File: config.mk
export PLATFORM = sky130hd
export DESIGN_NAME = bldc_hall_sequencer
export DESIGN_NICKNAME = d
export VERILOG_FILES = /design/src/rtl/hcs_pkg.sv /design/src/rtl/hcs_pattern.sv /design/src/rtl/hcs_dead_leg.sv /design/src/rtl/hcs_speed_qual.sv /design/src/rtl/bldc_hall_sequencer.sv
export SDC_FILE = /design/constraint.sdc
export NUM_CORES = 1
export LEC_CHECK = 0
export ABC_CLOCK_PERIOD_IN_PS = 8490
export BUFFER_PORTS_ARGS = -buffer_cell sky130_fd_sc_hd__clkbuf_2
export CAP_MARGIN = 0
export CELL_PAD_IN_SITES_DETAIL_PLACEMENT = 1
export CELL_PAD_IN_SITES_GLOBAL_PLACEMENT = 1
export CORE_ASPECT_RATIO = 1.1
export CORE_MARGIN = 2
export CORE_UTILIZATION = 25
export CTS_CLUSTER_DIAMETER = 80
export DETAILED_ROUTE_END_ITERATION = 8
export GPL_ROUTABILITY_DRIVEN = 0
export PLACE_DENSITY = 0.52
export SLEW_MARGIN = 15
export SYNTH_ARGS = -nofsm -noshare
export SYNTH_HDL_FRONTEND = slang
export SYNTH_HIERARCHICAL = 1
export SYNTH_SLANG_ARGS = --single-unit
File: constraint.sdc
create_clock -name clk -period 8.49 [get_ports clk]
set_input_delay 1.2735 -clock clk [delete_from_list [all_inputs] [get_ports clk]]
set_output_delay 1.2735 -clock clk [all_outputs]
set_load 0.02 [all_outputs]
File: src/rtl/hcs_pkg.sv
package hcs_pkg;
   localparam int PHASES  = 3;
   localparam int SECTORS = 6;
   localparam int SLOTS   = 12;
   localparam int PH_STEP = SLOTS / PHASES;

   typedef logic [2:0] hall_t;

   // sector index for forward order; 7 marks an illegal code
   function automatic logic [2:0] sector_of(input hall_t h);
      case (h)
         3'b101:  return 3'd0;
         3'b100:  return 3'd1;
         3'b110:  return 3'd2;
         3'b010:  return 3'd3;
         3'b011:  return 3'd4;
         3'b001:  return 3'd5;
         default: return 3'd7;
      endcase
   endfunction

   function automatic logic hall_legal(input hall_t h);
      return (h != 3'b000) && (h != 3'b111);
   endfunction
endpackage

File: src/rtl/hcs_pattern.sv
module hcs_pattern
   import hcs_pkg::*;
(
   input  logic [3:0] slot,
   input  logic       wide,
   input  logic       rev,
   input  logic       pwm,
   output logic [2:0] hs_req,
   output logic [2:0] ls_req
);
   for (genvar p = 0; p < PHASES; p++) begin : g_ph
      int   rel;
      logic win_a, win_b, core_a, core_b, h, l;
      always_comb begin
         rel = (int'(slot) + SLOTS - PH_STEP * p) % SLOTS;
         if (wide) begin
            win_a  = (rel >= 11) || (rel <= 3);
            win_b  = (rel >= 5) && (rel <= 9);
            core_a = (rel <= 2);
            core_b = (rel >= 6) && (rel <= 8);
         end else begin
            win_a  = (rel <= 3);
            win_b  = (rel >= 6) && (rel <= 9);
            core_a = win_a;
            core_b = win_b;
         end
         if (!rev) begin
            h = win_a & pwm;
            l = win_b & (core_b | pwm);
         end else begin
            h = win_b & pwm;
            l = win_a & (core_a | pwm);
         end
      end
      assign hs_req[p] = h;
      assign ls_req[p] = l;
   end
endmodule

File: src/rtl/hcs_dead_leg.sv
module hcs_dead_leg #(
   parameter int DEAD_CYC = 200
) (
   input  logic clk,
   input  logic rst_n,
   input  logic req_hi,
   input  logic req_lo,
   output logic hi_o,
   output logic lo_o
);
   localparam int DW = $clog2(DEAD_CYC + 1);
   localparam logic [DW-1:0] DEAD_V = DW'(DEAD_CYC);

   logic [DW-1:0] cnt;
   logic          last_hi;
   logic          hi_g, lo_g;

   always_comb begin
      hi_g = req_hi & (last_hi | (cnt == '0));
      lo_g = req_lo & ~hi_g & (~last_hi | (cnt == '0));
   end

   always_ff @(posedge clk or negedge rst_n) begin
      if (!rst_n) begin
         cnt     <= '0;
         last_hi <= 1'b0;
         hi_o    <= 1'b0;
         lo_o    <= 1'b0;
      end else begin
         hi_o <= hi_g;
         lo_o <= lo_g;
         if (hi_g | lo_g)     cnt <= DEAD_V;
         else if (cnt != '0) cnt <= cnt - 1'b1;
         if (hi_g)      last_hi <= 1'b1;
         else if (lo_g) last_hi <= 1'b0;
      end
   end

   // gap counters for the checks below
   logic [DW-1:0] lo_gap, hi_gap;
   always_ff @(posedge clk or negedge rst_n) begin
      if (!rst_n) begin
         lo_gap <= DEAD_V;
         hi_gap <= DEAD_V;
      end else begin
         lo_gap <= lo_o ? '0 : ((lo_gap == DEAD_V) ? lo_gap : lo_gap + 1'b1);
         hi_gap <= hi_o ? '0 : ((hi_gap == DEAD_V) ? hi_gap : hi_gap + 1'b1);
      end
   end


   leg_excl_chk: assert property (@(posedge clk) disable iff (!rst_n)
      !(hi_o && lo_o));

   hi_gap_chk: assert property (@(posedge clk) disable iff (!rst_n)
      $rose(hi_o) |-> (lo_gap >= DEAD_V));

   lo_gap_chk: assert property (@(posedge clk) disable iff (!rst_n)
      $rose(lo_o) |-> (hi_gap >= DEAD_V));
endmodule

File: src/rtl/hcs_speed_qual.sv
module hcs_speed_qual
   import hcs_pkg::*;
#(
   parameter int PERIOD_LIM = 16_393_443
) (
   input  logic  clk,
   input  logic  rst_n,
   input  logic  sleep,
   input  logic  rev,
   input  hall_t hall_cur,
   input  hall_t hall_prev,
   output logic  wide
);
   localparam int CW = $clog2(PERIOD_LIM + 2);
   localparam logic [CW-1:0] LIM_V = CW'(PERIOD_LIM);
   localparam logic [CW-1:0] SAT_V = CW'(PERIOD_LIM + 1);

   logic [CW-1:0] per_cnt;
   logic          fast, conform;
   logic [1:0]    rises;
   logic          change, t3_rise, h2_rise, step_ok;
   logic [2:0]    sc, sp, nxt_f, nxt_r;

   always_comb begin
      sc      = sector_of(hall_cur);
      sp      = sector_of(hall_prev);
      nxt_f   = (sp == 3'd5) ? 3'd0 : sp + 3'd1;
      nxt_r   = (sp == 3'd0) ? 3'd5 : sp - 3'd1;
      change  = (hall_cur != hall_prev);
      t3_rise = (^hall_cur) & ~(^hall_prev);
      h2_rise = hall_cur[1] & ~hall_prev[1];
      step_ok = hall_legal(hall_cur) & hall_legal(hall_prev) &
                (rev ? (sc == nxt_r) : (sc == nxt_f));
   end

   always_ff @(posedge clk or negedge rst_n) begin
      if (!rst_n) begin
         per_cnt <= SAT_V;
         fast    <= 1'b0;
         conform <= 1'b0;
         rises   <= 2'd0;
         wide    <= 1'b0;
      end else begin
         if (t3_rise) begin
            per_cnt <= '0;
            fast    <= ~sleep & (per_cnt <= LIM_V);
         end else begin
            if (per_cnt != SAT_V) per_cnt <= per_cnt + 1'b1;
            if ((per_cnt > LIM_V) || sleep) fast <= 1'b0;
         end
         if (change) conform <= step_ok;
         if (!fast || sleep || (change && !step_ok)) rises <= 2'd0;
         else if (h2_rise && rises != 2'd2)          rises <= rises + 2'd1;
         wide <= fast & conform & (rises == 2'd2) & ~sleep;
      end
   end


   slow_drop_chk: assert property (@(posedge clk) disable iff (!rst_n)
      (per_cnt > LIM_V) |-> ##2 !wide);
endmodule

File: src/rtl/bldc_hall_sequencer.sv
module bldc_hall_sequencer
   import hcs_pkg::*;
#(
   parameter int DEAD_CYC   = 200,
   parameter int PERIOD_LIM = 16_393_443
) (
   input  logic       clk,
   input  logic       rst_n,
   input  logic [2:0] hall_in,
   input  logic       dir_rev,
   input  logic       pwm_gate,
   input  logic       adv_stb,
   input  logic       sleep,
   output logic [2:0] hs_en,
   output logic [2:0] ls_en,
   output logic       tach1,
   output logic       tach3
);
   if (DEAD_CYC < 1) begin : g_bad_dead
      $error("DEAD_CYC must be at least 1");
   end
   if (PERIOD_LIM < 2) begin : g_bad_lim
      $error("PERIOD_LIM must be at least 2");
   end

   hall_t      hall_q, hall_d;
   logic       half_q, wide;
   logic [2:0] sec;
   logic [3:0] slot;
   logic       off_all;
   logic [2:0] hs_req, ls_req;

   always_ff @(posedge clk or negedge rst_n) begin
      if (!rst_n) begin
         hall_q <= 3'b000;
         hall_d <= 3'b000;
         half_q <= 1'b0;
         tach1  <= 1'b0;
         tach3  <= 1'b0;
      end else begin
         hall_q <= hall_in;
         hall_d <= hall_q;
         if ((hall_q != hall_d) || sleep) half_q <= 1'b0;
         else if (adv_stb)                half_q <= 1'b1;
         tach1 <= sleep | hall_q[2];
         tach3 <= sleep | (^hall_q);
      end
   end

   always_comb begin
      sec     = sector_of(hall_q);
      slot    = {sec, 1'b0} | {3'b000, wide & (half_q ^ dir_rev)};
      off_all = ~hall_legal(hall_q) | sleep;
   end

   hcs_speed_qual #(.PERIOD_LIM(PERIOD_LIM)) u_qual (
      .clk(clk), .rst_n(rst_n), .sleep(sleep), .rev(dir_rev),
      .hall_cur(hall_q), .hall_prev(hall_d), .wide(wide)
   );

   hcs_pattern u_pat (
      .slot(slot), .wide(wide), .rev(dir_rev), .pwm(pwm_gate),
      .hs_req(hs_req), .ls_req(ls_req)
   );

   for (genvar p = 0; p < PHASES; p++) begin : g_leg
      hcs_dead_leg #(.DEAD_CYC(DEAD_CYC)) u_leg (
         .clk(clk), .rst_n(rst_n),
         .req_hi(hs_req[p] & ~off_all),
         .req_lo(ls_req[p] & ~off_all),
         .hi_o(hs_en[p]), .lo_o(ls_en[p])
      );
   end


   illegal_off_chk: assert property (@(posedge clk) disable iff (!rst_n)
      (!hall_legal(hall_q) || sleep) |=> (hs_en == 3'b000 && ls_en == 3'b000));

   sleep_tach_chk: assert property (@(posedge clk) disable iff (!rst_n)
      sleep |=> (tach1 && tach3));
endmodule

-- Word-level counts from Yosys, hierarchy flattened
Cells that the tools add are included.
- flip-flop bits (word level): 71
- output and inout bits: 8
- divide/modulo/power cells: 3
- add/subtract/negate cells: 10
- eq/ne operators: 21
- bitwise gates (word level): 67
- $lt $le $gt $ge: 23
- multiplexer cells: 43
- reduce and logical (&&, ||, !) cells: 43
- operators with widths (kind ; count):
    greater-or-equal comparator 32 x 4 -> 1 bit, second input constant ; 6
    <= comparator 32 x 3 -> 1 bit, second input constant ; 6
    <= comparator 32 x 5 -> 1 bit, second input constant ; 6
    greater-or-equal comparator 32 x 5 -> 1 bit, second input constant ; 3
    modulo 32 x 5 -> 32 bit, second input constant ; 3
    two-way mux 24 bit ; 2
    two-way mux 8 bit ; 6
    bitwise AND 1 bit ; 36
    case mux 3 bit (6 select lines) ; 2
    subtractor 32 x 4 -> 32 bit, second input constant ; 1
    subtractor 32 x 5 -> 32 bit, second input constant ; 1
    two-way mux 1 bit ; 29
    adder 24 x 1 -> 24 bit, second input constant ; 1
    > comparator 24 bit, second input constant ; 1
    <= comparator 24 bit, second input constant ; 1
    zero test 8 bit ; 3
    != test 24 bit, second input constant ; 1
    nonzero test 8 bit ; 3
    subtractor 8 x 1 -> 8 bit, second input constant ; 3
    == test 3 bit, second input constant ; 7
    nonzero test 2 bit ; 10
    OR 1 bit ; 18
    logical AND 1 bit ; 13
    == test 3 x 2 -> 1 bit, second input constant ; 4
    20 further kinds ; 44

-- Depth between registers and ports, before layout
Gate-level depths: netlist (run 1).
- depth after elaboration: 18
- mapped depth: 26
- depth with buffers taken out: 20

-- By module
Netlist (run 1), hierarchy kept.
- modules (own cells, without submodules) (module ; area each (µm²) ; times used ; cells each):
    hcs_speed_qual ; 1968.1 ; 1 ; 217
    hcs_dead_leg ; 638.1 ; 3 ; 65
    hcs_pattern ; 1783.0 ; 1 ; 260
    bldc_hall_sequencer ; 511.7 ; 1 ; 42

-- Worst setup path before layout (run 1)
No wires, ideal clock.
- path kind: flip-flop to flip-flop
- start point: register hall_q[1]
- end point: register g_leg[1].u_leg.cnt[5]
- buffers on the path: 6
- data required time: 8.418 ns
- setup slack: 2.748 ns
- setup time: 0.072 ns
- arrival: 5.670 ns
- cell stages (with the launch flop): 27
- clock period less this slack: 5.742 ns
- path through: dfrtp_1 inv_1 mux2i_1 buf_6 inv_1 clkbuf_8 ha_1 buf_4 clkbuf_1 and3_1 inv_1 ha_1 buf_4 nand2_1 a21oi_1 o31a_1 or4_4 or3_4 a211oi_2 a211oi_1 a221oi_2 buf_4 nor3b_2 nor2_1 a2111oi_0 a21oi_1 nor2_1
- longest elaborated chain between the ends: 18
- elaborated cells on any way between the ends: 49
- classes of those cells: add/sub (2); div (1); order compare (7); eq/ne (7); mux (8); bitwise (17); reduce/logical (7)
- ends and longest elaborated chain (element ; RTL line ; source):
    start: declaration ; bldc_hall_sequencer.sv:26 ; hall_t hall_q, hall_d;
    start signal: assignment ; bldc_hall_sequencer.sv:41 ; hall_q <= hall_in;
    == test 3 x 1 -> 1 bit (tied with other cells) ; hcs_pkg.sv:11 ; case (h)
    case mux 3 bit (6 select lines) (*) ; hcs_pkg.sv:11 ;
    via sec[1] ; bldc_hall_sequencer.sv:28 ; logic [2:0] sec;
    OR 4 x 1 -> 4 bit (*) ; bldc_hall_sequencer.sv:52 ; slot = {sec, 1'b0} | {3'b000, wide & (half_q ^ dir_rev)};
    adder 4 x 4 -> 5 bit (*) ; hcs_pattern.sv:15 ; rel = (int'(slot) + SLOTS - PH_STEP * p) % SLOTS;
    subtractor 32 x 4 -> 32 bit (*) ; hcs_pattern.sv:15 ;
    modulo 32 x 5 -> 32 bit (*) ; hcs_pattern.sv:15 ;
    greater-or-equal comparator 32 x 5 -> 1 bit (tied with other cells) ; hcs_pattern.sv:17 ; win_a = (rel >= 11) || (rel <= 3);
    [3 not listed] ; -- ;
    two-way mux 1 bit (*) ; hcs_pattern.sv:27 ; if (!rev) begin
    via u_pat.g_ph[1].h ; hcs_pattern.sv:13 ; logic win_a, win_b, core_a, core_b, h, l;
    bitwise AND 1 bit (*) ; bldc_hall_sequencer.sv:69 ; .req_hi(hs_req[p] & ~off_all),
    bitwise AND 1 bit (*) ; hcs_dead_leg.sv:19 ; hi_g = req_hi & (last_hi | (cnt == '0));
    inverter 1 bit ; hcs_dead_leg.sv:20 ; lo_g = req_lo & ~hi_g & (~last_hi | (cnt == '0));
    bitwise AND 1 bit (2 in a row) ; hcs_dead_leg.sv:20 ;
    OR 1 bit (*) ; hcs_dead_leg.sv:32 ; if (hi_g | lo_g) cnt <= DEAD_V;
    two-way mux 8 bit or nonzero test 2 bit (tied branches) ; -- ;
    end signal: assignment ; hcs_dead_leg.sv:33 ; else if (cnt != '0) cnt <= cnt - 1'b1;
    end: declaration ; hcs_dead_leg.sv:14 ; logic [DW-1:0] cnt;
Mark *: on every way through the listed nets, which the timed path passes. The rest lies on a longest branch.
A chain may end at the register's enable or synchronous reset.

-- Worst setup path after layout (run 1)
- start point: register hall_q[2]
- end point: register g_leg[1].u_leg.cnt[5]
- longest elaborated chain between the ends: 18
- elaborated cells on any way between the ends: 49
- classes of those cells: add/sub (2); div (1); order compare (7); eq/ne (7); mux (8); bitwise (17); reduce/logical (7)
- ends and longest elaborated chain (element ; RTL line ; source):
    == test 3 x 1 -> 1 bit (tied with other cells) ; hcs_pkg.sv:11 ;
    case mux 3 bit (6 select lines) (*) ; hcs_pkg.sv:11 ;
    via sec[1] ; bldc_hall_sequencer.sv:28 ;
    OR 4 x 1 -> 4 bit (*) ; bldc_hall_sequencer.sv:52 ;
    adder 4 x 4 -> 5 bit (*) ; hcs_pattern.sv:15 ;
    subtractor 32 x 4 -> 32 bit (*) ; hcs_pattern.sv:15 ;
    modulo 32 x 5 -> 32 bit (*) ; hcs_pattern.sv:15 ;
    greater-or-equal comparator 32 x 5 -> 1 bit (tied with other cells) ; hcs_pattern.sv:17 ;
    [3 not listed] ; -- ;
    two-way mux 1 bit (*) ; hcs_pattern.sv:27 ;
    via hs_req[1] ; bldc_hall_sequencer.sv:31 ; logic [2:0] hs_req, ls_req;
    bitwise AND 1 bit (*) ; bldc_hall_sequencer.sv:69 ;
    bitwise AND 1 bit (*) ; hcs_dead_leg.sv:19 ;
    inverter 1 bit ; hcs_dead_leg.sv:20 ;
    bitwise AND 1 bit (2 in a row) ; hcs_dead_leg.sv:20 ;
    OR 1 bit (*) ; hcs_dead_leg.sv:32 ;
    two-way mux 8 bit or nonzero test 2 bit (tied branches) ; -- ;
Marked as above.

==> reports/metrics.yaml, run 1 <==
final_layout:
  final_core_util_pct: 27.4
  multi_input_area_um2: 3920
  final_nets: 749
  seqCellArea_um2: 1790
  area_delta_synth_final_pct: 8.22
  stdcell_area_um2: 6690
  fill_cells: 2857
  layout-drive-gt1-share_pct: 14.2
  num_antenna_cells: 0
cts:
  cts_buffers: 9
  cts_resized: 0
  clock_latency_ps: 340
  cts_sinks: 71
  cts_hold_buf: 0
  clk_path_buf_depth: 2
  cts_tree: "yes"
  h-tree-depth: 3
  root_buffer: "clkbuf_16"
  clk_pin_slew_ps: 60
  post-cts-setup-buffers: 0
grt:
  grt_max_degree: 72
  grtUsageTotal_pct: 13.2
  grt-ovfl-total: 0
  met2_usage_pct: 24.2
  use_met1_pct: 16.1
  use_met3_pct: 1.72
  grt_pass1_wl_um: 28300
  antenna_found_initial: 0
  grt_pass1_vias: 5589
  grt_busiest_layer: "met2"
drt:
  drc: 0
  drt_wl_total_um: 16600
  vias_per_cell: 5.14
  wire_per_inst_um: 16.3
  ant_nets: 0
  drt_first_iter_violations: 229
  vias: 5241
  firstDrtPassIters: 4
power_and_ir_drop:
  ir_worst_vdd_v: 0.000130
  intPower_mw: 0.918
  p_per_area_nw_per_um2: 221
  p_clk_share_pct: 29.1
  netSwitchingFraction_pct: 37.8
  p_leak_nw: 2.68
  pwr-share-comb_pct: 35.9
  switchingPower_mw: 0.558
  power_frac_seq_pct: 35.1
floorplan:
  rows: 60
  core_area_um2: 24400
  ios: 17
  die_w_um: 154
  die_h_um: 169
  initial_core_util_pct: 25.3
  die-area_um2: 26000
worst_setup_path:
  cp-end-kind: "flip-flop"
  critPathMaxFanout: 23
  criticalPathCategory: "flip-flop to flip-flop"
  critPathTopFamily: "simple AND/OR/NAND/NOR gates"
  cp_num_buf_inv: 3
  crit_chain: "mux2i_1, buf_4, inv_1, ha_1, and3_1, inv_1, ha_1, and2b_4, nor2_1, o31a_1, or4_4, or3_4, a211oi_2, a211oi_1, a221oi_2, nor3b_2, nor2_1, a2111oi_0, a21oi_1, nor2_1"
  cpPeakStageDelay_ps: 850
  crit_required_ps: 8760
  cp_common_cell: "nor2_1"
  crit_arrival_ps: 7120
  start_kind: "flip-flop"
  crit_path_top_delay_cell: "ha_1"
yosys:
  synth_mux_area_share_pct: 2.71
  postSynthAreaPerCell_um2: 8.65
  synth_nets: 758
  synth_seq_area_share_pct: 29.0
  ys_ff_latch: 71
  synth_compound_area_share_pct: 21.7
  synth_top_family_by_area: "simple AND/OR/NAND/NOR gates"
  synth_xor_area_share_pct: 6.34
  yosys_warnings: 6
  synth.distinct_cells: 94
  yosys.area_share.adder_pct: 7.09
  yosys_most_used_dff: "dfrtp_1"
  synth_edf_count: 0
  synthSimpleGateAreaFrac_pct: 25.7
  netlist_instances: 714
  synthArstFlopShare_pct: 100
  syn_area_um2: 6180
sta:
  tns_ps: 0
  period_needed_ps: 6840
  slew_headroom_pct: 36.2
  hold_viol: 0
  worst_pin_slew_ps: 957
  fin_crit_sh_pct: 80.6
  drv_slew: 0
  fin_skew_ps: 10.1
  rsz0062_at_grt: "no"
  setup_viol: 0
  max_freq_mhz: 146
worst_hold_path:
  hp-class: "flip-flop to flip-flop"
outcome:
  status: "finished clean"
placement:
  place_hpwl_um: 12200
  port_buffers: 16
  place_area_um2: 6350
job:
  drv_cap: 0
==> cell usage after synthesis, drive strengths merged (5+ instances only) <==
cell	instances	share of area, %
xnor2	21	3.0
nor3b	12	2.2
nor3	21	1.7
xor2	21	3.0
o22ai	5	0.61
ha	35	7.1
a31oi	12	1.2
o21a	10	1.2
and2	6	0.63
clkbuf	17	1.8
buf	22	3.3
or3	14	1.5
and3	10	1.0
a21oi	37	3.0
or2	10	1.0
a21boi	6	0.73
nor2b	12	1.4
nor2	80	4.9
inv	38	2.3
o21ai	30	2.5
a211oi	11	1.8
o211ai	10	1.2
mux2i	13	2.1
dfstp	12	5.1
dfrtp	59	24
nand3	21	1.7
nor4	8	1.6
a31o	7	0.99
a2111oi	5	0.81
nand2	64	3.9
==> sequential cells by signal, indices dropped and copies added (netlist names) <==
name and count:
g_leg.u_leg/lo_o 3, g_leg.u_leg/last_hi 3, g_leg.u_leg/hi_o 3, u_qual/conform 1, hall_q 3, hall_d 3
u_qual/fast 1, tach1 1, g_leg.u_leg/cnt 24, tach3 1, half_q 1, u_qual/rises 2
u_qual/per_cnt 24, u_qual/wide 1
==> cell type report <==
class                      instances  share of cell area, %
clock inverter                     4                   1.14
tap                              310                   5.80
timing repair buffer              19                   1.57
clock buffer                      12                   3.84
inverter                          39                   2.19
multi-input combinational        565                   58.7
sequential                        71                   26.8
==> placed cells by master, fill, tap and decap left out, drive strengths merged, types with 5 or more instances in the layout <==
master and instances:
nand2 64, nor2 80, o22ai 5, dfrtp 59, a211oi 11, and3 10
or3 14, xnor2 21, nor3 21, a2111oi 5, ha 35, xor2 21
or2 10, o21a 10, nor2b 12, nor3b 12, a21oi 37, mux2i 13
o21ai 30, inv 39, nand3 21, and2 6, o211ai 10, a31oi 12
nor4 8, a31o 7, a21boi 6, clkbuf 27, dfstp 12
==> stage by stage <==
stage	power, mW	worst slack [ps]	hold WS [ps]	std cells
detailed placement	1.05	1720	494	1004
global route	1.59	1060	537	1020
floorplan	0.928	2750	393	714
global placement	1.03	1910	494	1004
finish	1.48	1650	503	1020
CTS	1.50	1670	507	1020
==> power by group through the flow <==
stage / combinational (mW) / clock (mW) / sequential [mW]
2_1_floorplan: 0.431 / 0 / 0.497
5_1_grt: 0.601 / 0.458 / 0.532
3_3_place_gp: 0.516 / 0 / 0.516
4_1_cts: 0.535 / 0.444 / 0.517
6_report: 0.530 / 0.429 / 0.518
3_5_place_dp: 0.533 / 0 / 0.522
==> final timing paths <==
check | from | to | slack (ps) | cells after the start
setup / recovery | hall_q[2] | g_leg[1].u_leg/cnt[5] | 1650 | 20
hold / removal | u_qual/conform | u_qual/conform | 500 | 1
setup reg to reg | hall_q[2] | g_leg[1].u_leg/cnt[5] | 1650 | 20
hold reg to reg | u_qual/conform | u_qual/conform | 500 | 1
max in group asynchronous | rst_n | u_qual/per_cnt[11] | 6790 | 1
min in group asynchronous | rst_n | g_leg[0].u_leg/cnt[3] | 1090 | 1
==> layer usage <==
| metal | part of all wire, % | up-vias |
|---|---|---|
| met5 | 0 | - |
| met1 | 46 | 2633 |
| li1 | - | 2545 |
| met3 | 1.9 | 14 |
| met2 | 51 | 49 |
| met4 | 1.2 | 0 |
==> kinds of logic (layout without fill, tap and decap cells) <==
family                     Yosys count  count (layout)
xor gates and xnor gates            43              43
DFF                                 71              71
adders and majority gates           35              35
buffers and inverters               78              74
AOI/OAI and AO/OA                  183             183
and+or+nand+nor                    288             288
muxes                               16              16
Power figures use the tool's default switching activity.
==> inputs of run 2 (changes only) <==
--- a/config.mk
+++ b/config.mk
@@ -5,7 +5,7 @@
 export SDC_FILE = /design/constraint.sdc
 export NUM_CORES = 1
 export LEC_CHECK = 0
-export ABC_CLOCK_PERIOD_IN_PS = 8490
+export ABC_CLOCK_PERIOD_IN_PS = 7000
 export BUFFER_PORTS_ARGS = -buffer_cell sky130_fd_sc_hd__clkbuf_2
 export CAP_MARGIN = 0
 export CELL_PAD_IN_SITES_DETAIL_PLACEMENT = 1
==> constraint.sdc (replaced) <==
create_clock -name clk -period 7 [get_ports clk]
set_input_delay 1.05 -clock clk [delete_from_list [all_inputs] [get_ports clk]]
set_output_delay 1.05 -clock clk [all_outputs]
set_load 0.02 [all_outputs]
==> run 2 against run 1 <==
Setup slack worse by 490 ps. Hold slack better by 21 ps. Via count down 0.73%. Fmax up 17%. Design area up 0.37%. Flip-flop and latch count unchanged. Die area unchanged. Critical path depth unchanged. Clock skew up 1.2 ps. Register-to-register slack worse by 490 ps. Clock power up 17%. Critical endpoint unchanged. Largest power group unchanged.
==> reports/metrics.yaml, run 2 (synthesis results as in run 1) <==
drt:
  ant_nets: 0  # unchanged
  drc: 0  # unchanged
  vias_per_cell: 5.08  # -1.2%
  drt_first_iter_violations: 199  # -13%
  vias: 5203  # -0.73%
  wire_per_inst_um: 16.1  # -1.5%
  drt_wl_total_um: 16500  # -1.0%
  firstDrtPassIters: 4  # unchanged
cts:
  cts_tree: "yes"
  root_buffer: "clkbuf_16"
  h-tree-depth: 3  # unchanged
  clk_pin_slew_ps: 60  # about the same
  cts_hold_buf: 0  # unchanged
  cts_sinks: 71  # unchanged
  cts_resized: 0  # unchanged
  post-cts-setup-buffers: 0  # unchanged
  clk_path_buf_depth: 2  # unchanged
  cts_buffers: 9  # unchanged
  clock_latency_ps: 340  # about the same
final_layout:
  stdcell_area_um2: 6710  # +0.37%
  final_core_util_pct: 27.5  # +0.10 points
  layout-drive-gt1-share_pct: 15.0  # +0.74 points
  final_cell_mix: "nor2_1, nand2_1, dfrtp_1"
  final_common_cell: "nor2_1"
  reg_top3: "g_leg.u_leg/cnt: 24 flops, u_qual/per_cnt: 24 flops"
  num_antenna_cells: 0  # unchanged
  final_nets: 754  # +0.67%
  area_delta_synth_final_pct: 8.63
placement:
  port_buffers: 16  # unchanged
  place_hpwl_um: 12300  # +0.60%
  post-place-ws_ps: 909  # -815 ps
  place_area_um2: 6390  # +0.59%
worst_setup_path:
  cp-end-kind: "flip-flop"
  crit_cells: 20  # unchanged
  r2r-start: "hall_q[1]"
  start_kind: "flip-flop"
  crit_arrival_ps: 6110  # -1010 ps
  critPathTopFamily: "simple AND/OR/NAND/NOR gates"
  r2r_cells: 20  # unchanged
  cpPeakStageDelay_ps: 670  # -180 ps
  reg2reg_slack_ps: 1160  # -490 ps
  critPathMaxFanout: 16  # -30%
  crit_path_top_delay_cell: "dfrtp_1"
  crit_chain: "inv_1, mux2i_1, inv_1, ha_1, and3_1, inv_1, ha_1, and2b_4, nor2_1, o31a_1, or4_4, or3_4, a211oi_2, a211oi_1, a221oi_2, nor3b_2, nor2_1, a2111oi_0, a21oi_1, nor2_1"
  reg2reg_to: "g_leg[1].u_leg/cnt[5]"
  criticalPathCategory: "flip-flop to flip-flop"
  crit_required_ps: 7270  # -1490 ps
  cp_num_buf_inv: 3  # unchanged
power_and_ir_drop:
  p_clk_share_pct: 28.3  # -0.8 points
  power_frac_seq_pct: 35.3  # +0.2 points
  netSwitchingFraction_pct: 38.1  # +0.25 points
  ir_worst_vdd_v: 0.000137  # +5.4%
  switchingPower_mw: 0.673  # +21%
  p_per_area_nw_per_um2: 264  # +19%
  p_leak_nw: 2.70  # +0.79%
  pwr-share-comb_pct: 36.4  # +0.5 points
  intPower_mw: 1.10  # +19%
grt:
  grtUsageTotal_pct: 13.0  # -0.16 points
  grt-ovfl-total: 0  # unchanged
  grt_pass1_vias: 5590  # +0.018%
  antenna_found_initial: 0  # unchanged
  grt_max_degree: 72  # unchanged
  grt_pass1_wl_um: 27900  # -1.4%
worst_hold_path:
  hp-start: "u_qual/conform"
  hp-class: "flip-flop to flip-flop"
  hold_end: "u_qual/conform"
  hold_path_depth: 1  # unchanged
sta:
  tns_ps: 0  # unchanged
  hold_viol: 0  # unchanged
  layout_setup_ws_ps: 1160  # -491 ps
  fin_crit_sh_pct: 83.5  # +2.9 points
  setup_viol: 0  # unchanged
  period_needed_ps: 5840  # -999 ps
  drv_slew: 0  # unchanged
  max_freq_mhz: 171  # +17%
  slew_headroom_pct: 37.4  # +1.2 points
  worst_pin_slew_ps: 939  # -18.3 ps
  rsz0062_at_grt: "no"
  fin_skew_ps: 11.3  # +1.24 ps
job:
  drv_cap: 0  # unchanged
floorplan:
  ios: 17  # unchanged
  die_w_um: 154  # unchanged
  core_area_um2: 24400  # unchanged
  die_h_um: 169  # unchanged
  rows: 60  # unchanged
  initial_core_util_pct: 25.3  # unchanged
  die-area_um2: 26000  # unchanged
outcome:
  status: "finished clean"
[run 2: worst max path at each step]
| stage | start | to | slack [ps] |
|---|---|---|---|
| after detailed placement | dir_rev | g_leg[1].u_leg/cnt[5] | 910 |
| after global placement | dir_rev | g_leg[1].u_leg/cnt[5] | 1170 |
| after floorplan | hall_q[1] | g_leg[1].u_leg/cnt[5] | 1260 |
| after CTS | hall_q[1] | g_leg[1].u_leg/cnt[5] | 1130 |
| after global routing | hall_q[1] | g_leg[1].u_leg/cnt[5] | 660 |
| final | hall_q[1] | g_leg[1].u_leg/cnt[5] | 1160 |
[run 2: metrics by stage]
stage	total power, mW	cells	hold WS, ps
5_1_grt	1.91	1025	558
6_report	1.77	1025	525
4_1_cts	1.80	1025	537
3_5_place_dp	1.28	1009	526
2_1_floorplan	1.13	714	393
3_3_place_gp	1.26	1009	518
[run 2: power groups by stage]
| stage | Clock [mW] | Sequential (mW) | Combinational, mW |
|---|---|---|---|
| 2_1_floorplan | 0 | 0.603 | 0.522 |
| 3_3_place_gp | 0 | 0.625 | 0.633 |
| 3_5_place_dp | 0 | 0.631 | 0.649 |
| 4_1_cts | 0.521 | 0.625 | 0.655 |
| 5_1_grt | 0.536 | 0.641 | 0.733 |
| 6_report | 0.500 | 0.625 | 0.644 |
[run 2: cell type report]
cell class / count / area, um^2
Fill cell: 2875 / 17700
Multi-Input combinational cell: 565 / 3920
Sequential cell: 71 / 1790
Tap cell: 310 / 388
Clock buffer: 9 / 225
Inverter: 39 / 146
Timing Repair Buffer: 24 / 143
Clock inverter: 7 / 95.1
[run 2: routing by layer]
layer / part of all wire (%) / track usage [%] / up-vias
li1: - / - / 2544
met1: 45 / 15.6 / 2589
met2: 52 / 24.3 / 54
met3: 1.5 / 1.69 / 16
met4: 1.4 / 3.78 / 0
met5: 0 / 0 / -
==> inputs of run 3 (changes only) <==
--- a/config.mk
+++ b/config.mk
@@ -5,7 +5,7 @@
 export SDC_FILE = /design/constraint.sdc
 export NUM_CORES = 1
 export LEC_CHECK = 0
-export ABC_CLOCK_PERIOD_IN_PS = 7000
+export ABC_CLOCK_PERIOD_IN_PS = 5100
 export BUFFER_PORTS_ARGS = -buffer_cell sky130_fd_sc_hd__clkbuf_2
 export CAP_MARGIN = 0
 export CELL_PAD_IN_SITES_DETAIL_PLACEMENT = 1
@@ -16,7 +16,7 @@
 export CTS_CLUSTER_DIAMETER = 80
 export DETAILED_ROUTE_END_ITERATION = 8
 export GPL_ROUTABILITY_DRIVEN = 0
-export PLACE_DENSITY = 0.52
+export PLACE_DENSITY = 0.54
 export SLEW_MARGIN = 15
 export SYNTH_ARGS = -nofsm -noshare
 export SYNTH_HDL_FRONTEND = slang
==> constraint.sdc (replaced) <==
create_clock -name clk -period 5.1 [get_ports clk]
set_input_delay 0.765 -clock clk [delete_from_list [all_inputs] [get_ports clk]]
set_output_delay 0.765 -clock clk [all_outputs]
set_load 0.02 [all_outputs]
==> run 3 against run 2 <==
Fmax grew 21%. Register-to-register slack lost 880 ps. Wire length decreased by 2.7%. Combinational power up 43%. Clock-buffer cell count is 3 higher. Non-clock buffer count grew 29. Critical path type unchanged. Die area unchanged. Critical path depth down 1. Clock skew down 2.5 ps. Total power up 33%.
==> reports/metrics.yaml, run 3 (synthesis results as in run 1) <==
floorplan:
  initial_core_util_pct: 25.3  # unchanged
  core_area_um2: 24400  # unchanged
  die-area_um2: 26000  # unchanged
  die_h_um: 169  # unchanged
  die_w_um: 154  # unchanged
  rows: 60  # unchanged
  ios: 17  # unchanged
sta:
  setup_viol: 0  # unchanged
  period_needed_ps: 4830  # -1020 ps
  max_freq_mhz: 207  # +21%
  fin_skew_ps: 8.83  # -2.49 ps
  drv_slew: 0  # unchanged
  worst_pin_slew_ps: 928  # -10.9 ps
  hold_viol: 0  # unchanged
  fin_crit_sh_pct: 94.6  # +11 points
  slew_headroom_pct: 38.2  # +0.73 points
final_layout:
  final_core_util_pct: 28.5  # +0.98 points
  final_cell_mix: "nor2_1, nand2_1, dfrtp_1"
  final_common_cell: "nor2_1"
  area_delta_synth_final_pct: 12.5
  num_antenna_cells: 0  # unchanged
  seqCellArea_um2: 1790  # +0.14%
  fill_cells: 2863  # -0.42%
  reg_top3: "g_leg.u_leg/cnt: 24 flops, u_qual/per_cnt: 24 flops"
  layout-drive-gt1-share_pct: 19.8  # +4.8 points
  multi_input_area_um2: 3990  # +1.8%
  final_nets: 783  # +3.8%
grt:
  grt_max_degree: 72  # unchanged
  antenna_found_initial: 0  # unchanged
  grtUsageTotal_pct: 12.7  # -0.36 points
  grt_pass1_vias: 5332  # -4.6%
  grt_pass1_wl_um: 27200  # -2.6%
  grt-ovfl-total: 0  # unchanged
drt:
  firstDrtPassIters: 4  # unchanged
  vias_per_cell: 4.96  # -2.2%
  drt_first_iter_violations: 213  # +7.0%
  vias: 5231  # +0.54%
  drt_wl_total_um: 16000  # -2.7%
  drc: 0  # unchanged
  ant_nets: 0  # unchanged
  wire_per_inst_um: 15.2  # -5.4%
cts:
  root_buffer: "clkbuf_16"
  clk_pin_slew_ps: 60  # about the same
  cts_sinks: 71  # unchanged
  cts_tree: "yes"
  clk_path_buf_depth: 2  # unchanged
  h-tree-depth: 3  # unchanged
  clock_latency_ps: 330  # about the same
  cts_hold_buf: 0  # unchanged
  cts_buffers: 9  # unchanged
worst_setup_path:
  criticalPathCategory: "flip-flop to flip-flop"
  cp-startpoint: "hall_q[2]"
  crit_required_ps: 5310  # -1960 ps
  start_kind: "flip-flop"
  crit_arrival_ps: 5040  # -1070 ps
  critPathMaxFanout: 9  # -7
  r2r-start: "hall_q[2]"
  cp-end-kind: "flip-flop"
power_and_ir_drop:
  ir_worst_vdd_v: 0.000139  # +1.1%
  p_per_area_nw_per_um2: 339  # +29%
  p_leak_nw: 2.82  # +4.5%
  p_total_mw: 2.36  # +33%
job:
  drv_cap: 0  # unchanged
worst_hold_path:
  hp-class: "flip-flop to flip-flop"
  hp-start: "u_qual/conform"
outcome:
  status: "finished clean"
placement:
  place_hpwl_um: 12000  # -2.2%
  port_buffers: 16  # unchanged
==> run 3: per-layer routing <==
layer / share of wire [%] / GRT usage, % / vias to the layer above
met5: 0 / 0 / -
met1: 49 / 17.0 / 2578
met3: 1.5 / 1.46 / 9
met4: 0.72 / 3.49 / 0
li1: - / - / 2614
met2: 49 / 21.7 / 30
==> run 3: timing repair <==
action / CTS / global route
resized for setup: 0 / 8
endpoints found under the setup margin: 0 / 15
setup buffers: 0 / 1
==> run 3: final timing paths <==
path / endpoint / slack (ps) / cells after the start
max: g_leg[1].u_leg/cnt[3] / 270 / 19
min: u_qual/conform / 510 / 1
max reg2reg: g_leg[1].u_leg/cnt[3] / 270 / 19
min reg2reg: u_qual/conform / 510 / 1
max in group asynchronous: hall_q[1] / 3860 / 1
min in group asynchronous: g_leg[1].u_leg/cnt[6] / 560 / 1
==> run 3: area by class of cell <==
class	instances	share of cell area [%]
Clock buffer	12	3.55
Clock inverter	4	0.324
Inverter	39	2.11
Multi-Input combinational cell	565	57.4
Sequential cell	71	25.8
Tap cell	310	5.58
Timing Repair Buffer	53	5.18
==> run 3: per-stage QoR <==
| stage | cell area [um^2] | worst slack [ps] | hold WS, ps | TNS [ps] | std cells |
|---|---|---|---|---|---|
| final | 6950 | 275 | 514 | 0 | 1054 |
| after global routing | 6950 | -8.73 | 566 | -8.73 | 1054 |
| after CTS | 6920 | 82.7 | 530 | 0 | 1053 |
| after detailed placement | 6650 | 104 | 516 | 0 | 1037 |
| after global placement | 6650 | 228 | 509 | 0 | 1037 |
| after floorplan | 6230 | -17.3 | 393 | -31.1 | 714 |
==> run 3: report_power, final <==
part | leakage, nW | internal (mW) | switching [mW]
logic | 1.83 | 0.424 | 0.497
registers | 0.861 | 0.684 | 0.176
clock network | 0.132 | 0.340 | 0.235
total | 2.82 | 1.45 | 0.908
==> run 3: critical path, cell delays in order (launching register included) <==
cell,delay [ps]
dfrtp_1,430
mux2i_4,290
inv_1,110
ha_4,270
and3_4,190
inv_2,40
ha_2,400
and2b_4,190
nor2_1,40
o31a_1,250
or4_4,500
or3_4,400
o2111a_1,160
a2111oi_1,300
o32ai_1,130
nor3b_2,220
nor2_1,190
nor2_1,100
o22a_2,230
a311o_1,270
